$ cat config.mk
export PLATFORM = sky130hd
export DESIGN_NAME = patch_slice
export DESIGN_NICKNAME = d
export VERILOG_FILES = /design/src/rtl/patch_slice_pkg.sv /design/src/rtl/patch_slice_cfg.sv /design/src/rtl/patch_slice_addsub.sv /design/src/rtl/patch_slice_bitwise.sv /design/src/rtl/patch_slice_cmp.sv /design/src/rtl/patch_slice.sv
export SDC_FILE = /design/constraint.sdc
export NUM_CORES = 1
export LEC_CHECK = 0
export ABC_AREA = 1
export BUFFER_PORTS_ARGS = -buffer_cell sky130_fd_sc_hd__buf_2
export CAP_MARGIN = 10
export CORE_ASPECT_RATIO = 0.8
export CORE_MARGIN = 3
export CORE_UTILIZATION = 55
export CTS_CLUSTER_DIAMETER = 40
export DETAILED_ROUTE_END_ITERATION = 16
export PLACE_DENSITY = 0.75
export SYNTH_ARGS = -nofsm -noshare
export SYNTH_HDL_FRONTEND = slang
export SYNTH_HIERARCHICAL = 1
export SYNTH_SLANG_ARGS = --single-unit
export TNS_END_PERCENT = 5
$ cat constraint.sdc
create_clock -name clk -period 3.1 [get_ports clk]
set_input_delay 0.155 -clock clk [delete_from_list [all_inputs] [get_ports clk]]
set_output_delay 0.155 -clock clk [all_outputs]
set_load 0.1 [all_outputs]
$ cat src/rtl/patch_slice_pkg.sv
package patch_slice_pkg;

    localparam int CW = 32;

    typedef enum logic [2:0] {
        REL_EQ   = 3'd0,
        REL_NE   = 3'd1,
        REL_LT   = 3'd2,
        REL_LE   = 3'd3,
        REL_GT   = 3'd4,
        REL_GE   = 3'd5,
        REL_BADA = 3'd6,
        REL_BADB = 3'd7
    } rel_e;

    typedef enum logic [1:0] {
        BW_AND = 2'd0,
        BW_OR  = 2'd1,
        BW_XOR = 2'd2,
        BW_BAD = 2'd3
    } bw_e;

    typedef struct packed {
        logic            trap;
        rel_e            rel;
        bw_e             bw;
        logic            step_neg;
        logic            acc_neg;
        logic [CW-1:0]   stride;
        logic [CW-1:0]   mask;
        logic [CW-1:0]   seed;
    } cfg_t;

    localparam int CFG_BITS = $bits(cfg_t);

    typedef enum logic {
        ST_IDLE = 1'b0,
        ST_RUN  = 1'b1
    } state_e;

    function automatic cfg_t cfg_default();
        cfg_t c;
        c.trap     = 1'b0;
        c.rel      = REL_GE;
        c.bw       = BW_AND;
        c.step_neg = 1'b0;
        c.acc_neg  = 1'b0;
        c.stride   = CW'(1);
        c.mask     = '1;
        c.seed     = '0;
        return c;
    endfunction

    function automatic logic cfg_unsupported(cfg_t c);
        return c.trap || (c.rel == REL_BADA) || (c.rel == REL_BADB) || (c.bw == BW_BAD);
    endfunction

endpackage

$ cat src/rtl/patch_slice_cfg.sv
module patch_slice_cfg
    import patch_slice_pkg::*;
(
    input  logic clk,
    input  logic rst,
    input  logic shift_en,
    input  logic shift_in,
    output logic shift_out,
    output cfg_t cfg
);
    localparam int TOPBIT = CFG_BITS - 1;

    logic [CFG_BITS-1:0] chain;

    always_ff @(posedge clk) begin
        if (rst)
            chain <= cfg_default();
        else if (shift_en)
            chain <= {chain[TOPBIT-1:0], shift_in};
    end

    assign shift_out = chain[TOPBIT];
    assign cfg       = cfg_t'(chain);


    cfg_hold_chk: assert property (@(posedge clk) disable iff (rst)
        !shift_en |=> $stable(chain));

endmodule

$ cat src/rtl/patch_slice_addsub.sv
module patch_slice_addsub #(
    parameter int W = 32
) (
    input  logic         sub,
    input  logic [W-1:0] a,
    input  logic [W-1:0] b,
    output logic [W-1:0] y
);
    logic [W-1:0] b_eff;

    assign b_eff = sub ? ~b : b;
    assign y     = a + b_eff + W'(sub);

endmodule

$ cat src/rtl/patch_slice_bitwise.sv
module patch_slice_bitwise
    import patch_slice_pkg::*;
#(
    parameter int W = 32
) (
    input  bw_e          op,
    input  logic [W-1:0] a,
    input  logic [W-1:0] b,
    output logic [W-1:0] y
);
    always_comb begin
        unique case (op)
            BW_AND:  y = a & b;
            BW_OR:   y = a | b;
            BW_XOR:  y = a ^ b;
            default: y = '0;
        endcase
    end

endmodule

$ cat src/rtl/patch_slice_cmp.sv
module patch_slice_cmp
    import patch_slice_pkg::*;
#(
    parameter int W = 32
) (
    input  rel_e         rel,
    input  logic [W-1:0] a,
    input  logic [W-1:0] b,
    output logic         hit
);
    logic eq, lt;

    assign eq = (a == b);
    assign lt = ($signed(a) < $signed(b));

    always_comb begin
        unique case (rel)
            REL_EQ:  hit = eq;
            REL_NE:  hit = !eq;
            REL_LT:  hit = lt;
            REL_LE:  hit = lt || eq;
            REL_GT:  hit = !(lt || eq);
            REL_GE:  hit = !lt;
            default: hit = 1'b0;
        endcase
    end

endmodule

$ cat src/rtl/patch_slice.sv
module patch_slice
    import patch_slice_pkg::*;
(
    input  logic          clk,
    input  logic          rst,
    input  logic          start,
    input  logic [CW-1:0] arg_base,
    input  logic [CW-1:0] arg_len,
    output logic          done,
    output logic          exc,
    output logic [CW-1:0] result,
    input  logic          scan_en,
    input  logic          scan_in,
    output logic          scan_out,
    output logic          mem_req,
    output logic [CW-1:0] mem_addr,
    input  logic          mem_ready,
    input  logic [CW-1:0] mem_rdata
);
    cfg_t          cfg;
    state_e        state;
    logic [CW-1:0] addr_q, cnt_q, len_q, acc_q;
    logic [CW-1:0] masked, acc_nxt, addr_nxt;
    logic          stop, launch;

    patch_slice_cfg u_cfg (
        .clk      (clk),
        .rst      (rst),
        .shift_en (scan_en),
        .shift_in (scan_in),
        .shift_out(scan_out),
        .cfg      (cfg)
    );

    patch_slice_cmp #(.W(CW)) u_exit (
        .rel(cfg.rel),
        .a  (cnt_q),
        .b  (len_q),
        .hit(stop)
    );

    patch_slice_bitwise #(.W(CW)) u_mask (
        .op(cfg.bw),
        .a (mem_rdata),
        .b (cfg.mask),
        .y (masked)
    );

    patch_slice_addsub #(.W(CW)) u_acc (
        .sub(cfg.acc_neg),
        .a  (acc_q),
        .b  (masked),
        .y  (acc_nxt)
    );

    patch_slice_addsub #(.W(CW)) u_step (
        .sub(cfg.step_neg),
        .a  (addr_q),
        .b  (cfg.stride),
        .y  (addr_nxt)
    );

    assign launch   = start && !scan_en && (state == ST_IDLE);
    assign mem_req  = (state == ST_RUN) && !stop;
    assign mem_addr = addr_q;

    always_ff @(posedge clk) begin
        if (rst) begin
            state  <= ST_IDLE;
            done   <= 1'b0;
            exc    <= 1'b0;
            result <= '0;
            addr_q <= '0;
            cnt_q  <= '0;
            len_q  <= '0;
            acc_q  <= '0;
        end else begin
            done <= 1'b0;
            exc  <= 1'b0;
            unique case (state)
                ST_IDLE: begin
                    if (launch) begin
                        if (cfg_unsupported(cfg)) begin
                            done <= 1'b1;
                            exc  <= 1'b1;
                        end else begin
                            state  <= ST_RUN;
                            addr_q <= arg_base;
                            cnt_q  <= '0;
                            len_q  <= arg_len;
                            acc_q  <= cfg.seed;
                        end
                    end
                end
                ST_RUN: begin
                    if (stop) begin
                        state  <= ST_IDLE;
                        done   <= 1'b1;
                        result <= acc_q;
                    end else if (mem_ready) begin
                        acc_q  <= acc_nxt;
                        addr_q <= addr_nxt;
                        cnt_q  <= cnt_q + CW'(1);
                    end
                end
                default: state <= ST_IDLE;
            endcase
        end
    end


    trap_exit_chk: assert property (@(posedge clk) disable iff (rst)
        (launch && cfg_unsupported(cfg)) |=> (done && exc && !mem_req));


    exc_with_done_chk: assert property (@(posedge clk) disable iff (rst)
        exc |-> done);


    done_pulse_chk: assert property (@(posedge clk) disable iff (rst)
        done |=> !done);


    addr_hold_chk: assert property (@(posedge clk) disable iff (rst)
        (mem_req && !mem_ready) |=> (mem_req && $stable(mem_addr)));


    scan_blocks_start_chk: assert property (@(posedge clk) disable iff (rst)
        ((state == ST_IDLE) && scan_en) |=> ((state == ST_IDLE) && !exc));


    no_scan_in_run_chk: assert property (@(posedge clk) disable iff (rst)
        !(scan_en && (state == ST_RUN)));

endmodule

==> impl_summary.log <==
INFO  metric fin_worst_hold_slack = 0.06963 ns
INFO  metric htree_levels = 2
INFO  metric fraction_of_registers_with_async_set_reset = 0
INFO  metric layout-drive-gt1-share = 0.1461
INFO  metric max-vdd-ir-drop = 0.4760 mV
INFO  metric synthesis.yosys.warnings = 6
INFO  metric layout-area-overhead-vs-synth = 18.68%
INFO  metric postSynthRegisterBits = 267
INFO  metric fillerInstances = 2,943
INFO  metric critPathArrivalTime = 3.52 ns
INFO  metric pin_count_of_the_biggest_net_entering_global_routing = 175
INFO  metric viasPerCell = 5.326
INFO  metric groute.usage.overall = 0.2878
INFO  metric final.min_clock_period = 3.050 ns
INFO  metric report.final.slew_viol_count = 0
INFO  metric setup-violations-final = 0
INFO  metric power.share.sequential = 0.329
INFO  metric power_report.internal_total = 7475 uW
INFO  metric initial_drc_count = 1,730
INFO  metric globalplace.congestion = 1.013
INFO  metric result_of_the_run = finished clean
INFO  metric clk_root_buffer_cell = clkbuf_16
INFO  metric yosys_most_used_dff = dfxtp_1
INFO  metric netSwitchingPower = 4362 uW
INFO  metric synthesis.instances = 2,951
INFO  metric timing_hold_violations_final = 0
INFO  metric start_kind = flip-flop
INFO  metric clock_insertion_delay_worst_skew = 0.54 ns
INFO  metric grt_antenna_before_repair = 1
INFO  metric power.share.combinational = 0.314
INFO  metric global_route.overflow_total = 0
INFO  metric syn_avg_cell_area = 6.485 sq um
INFO  metric dp_hpwl = 40,410 um
INFO  metric wire_length_of_the_first_global_routing_pass = 89,150 um
INFO  metric rsz0062_at_grt = yes
INFO  metric worst_setup_hold_path_clk_slew = 0.06 ns
INFO  metric design.portCount = 170
INFO  metric post-place-ws = 0.04483 ns
INFO  metric clock_path_buffers = 3
INFO  metric ys_top_cells_by_area = dfxtp_1 (28%), nand2_1 (16%), ha_1 (11%)
INFO  metric worstMarginPinSlew = 0.9055 ns
INFO  metric power_leakage = 0.01201 uW
INFO  metric fp.dieW = 214.6 um
INFO  metric cts-buffers-inserted = 36
INFO  metric drv_cap = 0
INFO  metric dr_wl_cell = 15.62 um
INFO  metric yosysUniqueCellTypes = 44
INFO  metric yosysSeqAreaShare = 0.2793
INFO  metric buffers_added_on_ports = 169
INFO  metric cp-end-kind = flip-flop
INFO  metric cts_tree = yes
INFO  metric slew_headroom = 0.3941
INFO  metric cellPowerDensity = 521.2 mW/mm^2
INFO  metric core_area = 0.03393 sq mm
INFO  metric timing.critical_path.required = 3.57 ns
INFO  metric cts.sinks = 267
INFO  metric yosys.area.top_type_share = 0.2793
INFO  metric min_path_type = primary input to flip-flop
INFO  metric initial_core_util = 0.5640
INFO  metric antenna_violating_nets_post_route = 0
INFO  metric netlist_area = 0.01914 sq mm
INFO  metric fmaxAchievable = 327.9 MHz
INFO  metric num-nets-final = 3,435
INFO  metric maximum_fanout_count_along_the_critical_path = 12
INFO  metric final_critical_path_setup_slack = 0.04996 ns
INFO  metric wl = 57,120 um
INFO  metric final_min_period_over_clock_period = 0.9839
INFO  metric synth_enable_flop_cells = 0
INFO  metric die_area = 0.03708 sq mm
INFO  metric synth.net_count = 3,218
INFO  metric final.setup_skew = 0.02790 ns
INFO  metric p_clk_frac = 0.358
INFO  metric placement_rows = 60
INFO  metric synth.largest_area_cell = dfxtp_1
INFO  metric timing_worst_setup_path_type = flip-flop to flip-flop
INFO  metric swShare = 0.3685
INFO  metric drt_pass1_iterations = 5
INFO  metric drcViolationCount = 0
INFO  metric routed-via-count = 19,473
INFO  metric chipHeight = 172.8 um
INFO  metric first_global_vias = 17,942
-- cells in the final DEF (no fill, tap or decap), drive strengths merged, types with 4 or more instances in the layout --
cell type / count
a21oi: 92
a31oi: 64
buf: 226
bufinv: 4
clkbuf: 48
clkinv: 8
dfxtp: 267
dlygate4sd3: 66
ha: 163
inv: 415
nand2: 858
nand3: 189
nand3b: 33
nand4: 10
nor2: 430
nor3: 18
nor4: 6
o21ai: 174
o21bai: 10
xnor2: 6
xor2: 88
-- final timing paths --
kind	from	end	slack, ns	cells past startpoint
max	len_q[24]$_SDFFE_PP0P_	cnt_q[27]$_SDFFE_PP0P_	0.05	23
min	start	exc$_SDFF_PP0_	0.07	5
max reg2reg	len_q[24]$_SDFFE_PP0P_	cnt_q[27]$_SDFFE_PP0P_	0.05	23
min reg2reg	result[4]$_SDFFE_PP0P_	result[4]$_SDFFE_PP0P_	0.47	2
-- layout make-up --
| type | instances | area, sq um | area share |
|---|---|---|---|
| Multi-Input combinational cell | 2155 | 11690 | 0.5145 |
| Sequential cell | 267 | 5369 | 0.2364 |
| Timing Repair Buffer | 298 | 2327 | 0.1025 |
| Inverter | 410 | 1544 | 0.06798 |
| Clock buffer | 42 | 963.4 | 0.04242 |
| Tap cell | 465 | 581.8 | 0.02562 |
| Clock inverter | 18 | 239.0 | 0.01052 |
| Antenna cell | 1 | 2.502 | 0.0001102 |
-- per-stage QoR --
step	setup TNS [ns]	power [uW]	utilization	area, sq um	cells
global route	-1.381	12430	0.6694	22710	3656
global placement	0	7279	0.5954	20200	3506
floorplan	0	6496	-	19140	2951
CTS	-0.02910	11650	0.6506	22080	3632
finish	0	11840	0.6694	22710	3656
detailed placement	0	7338	0.5954	20200	3506
-- registers in the layout, indices dropped and copies added (netlist names) --
| signal | count |
|---|---|
| state | 1 |
| u_cfg/cfg | 104 |
| cnt_q | 32 |
| mem_addr | 32 |
| result | 32 |
| done | 1 |
| exc | 1 |
| len_q | 32 |
| acc_q | 32 |
-- power by group through the flow --
stage                     logic (uW)  registers (uW)  clock network, uW
after floorplan                 2130            4360                  0
final                           3710            3890               4230
after global routing            4060            3920               4450
after CTS                       3470            3890               4300
after detailed placement        3380            3960                  0
after global placement          3330            3950                  0
-- critical path, stage by stage, from the launching register on --
cell and delay [ns]:
dfxtp_2 0.32, inv_1 0.06, ha_1 0.28, nand2_1 0.08, nor2_4 0.12, nand2_2 0.08
nor4_4 0.36, nand2_2 0.13, nand2_2 0.08, nand2_1 0.07, nand3_1 0.07, nand2_1 0.06
nor2_2 0.11, nand2_2 0.10, nor2_4 0.16, nand2_4 0.09, nand2_8 0.11, buf_12 0.14
buf_12 0.10, clkbuf_16 0.15, nand3_1 0.08, nand2_1 0.07, nand2_1 0.04, nor2_1 0.10
-- cell usage after synthesis, types with 2 or more instances --
master	instances
nand3_2	31
nor4_2	4
nor2_1	412
nand3b_1	33
and2_4	2
buf_4	13
o21ai_1	48
buf_6	30
xor2_1	88
o21bai_1	10
fa_1	2
nor3_2	6
inv_1	395
nor2_2	13
a21o_1	2
nand2_2	47
buf_2	31
nand2_4	3
clkbuf_1	43
o21ai_0	124
nand3_1	158
dfxtp_1	267
o21a_1	3
nor2_4	3
nor3_1	12
a21oi_2	3
nand2_1	808
inv_2	15
a21oi_1	89
o21ai_2	2
nand4_1	10
and3_1	2
a31oi_1	64
xnor2_1	6
ha_1	163
-- what timing repair did --
action / 4_1_cts / 5_1_grt
hold buffers: 66 / 0
gates resized for setup: 2 / 62
gates cloned: 0 / 8
setup buffers: 0 / 15
endpoints found under the hold margin: 70 / 0
pin swaps: 0 / 16
endpoints found under the setup margin: 2 / 94
-- layer usage --
metal,share of wire,routed length (um),vias to the layer above,GRT usage
met4,0.025,1435,0,0.08202
met1,0.45,25940,8936,0.3979
met5,0,0,-,0
met2,0.43,24730,750,0.4582
li1,-,-,9669,-
met3,0.088,5017,118,0.05657
-- kinds of logic after synthesis --
group,after synthesis,share of synthesized area
and+or+nand+nor,1549,0.3498
AOI/OAI and AO/OA,346,0.09780
adders and majority gates,165,0.1087
xor gates and xnor gates,94,0.04302
buffers and inverters,530,0.1214
DFF,267,0.2793
(Power assumes the default switching activity.)
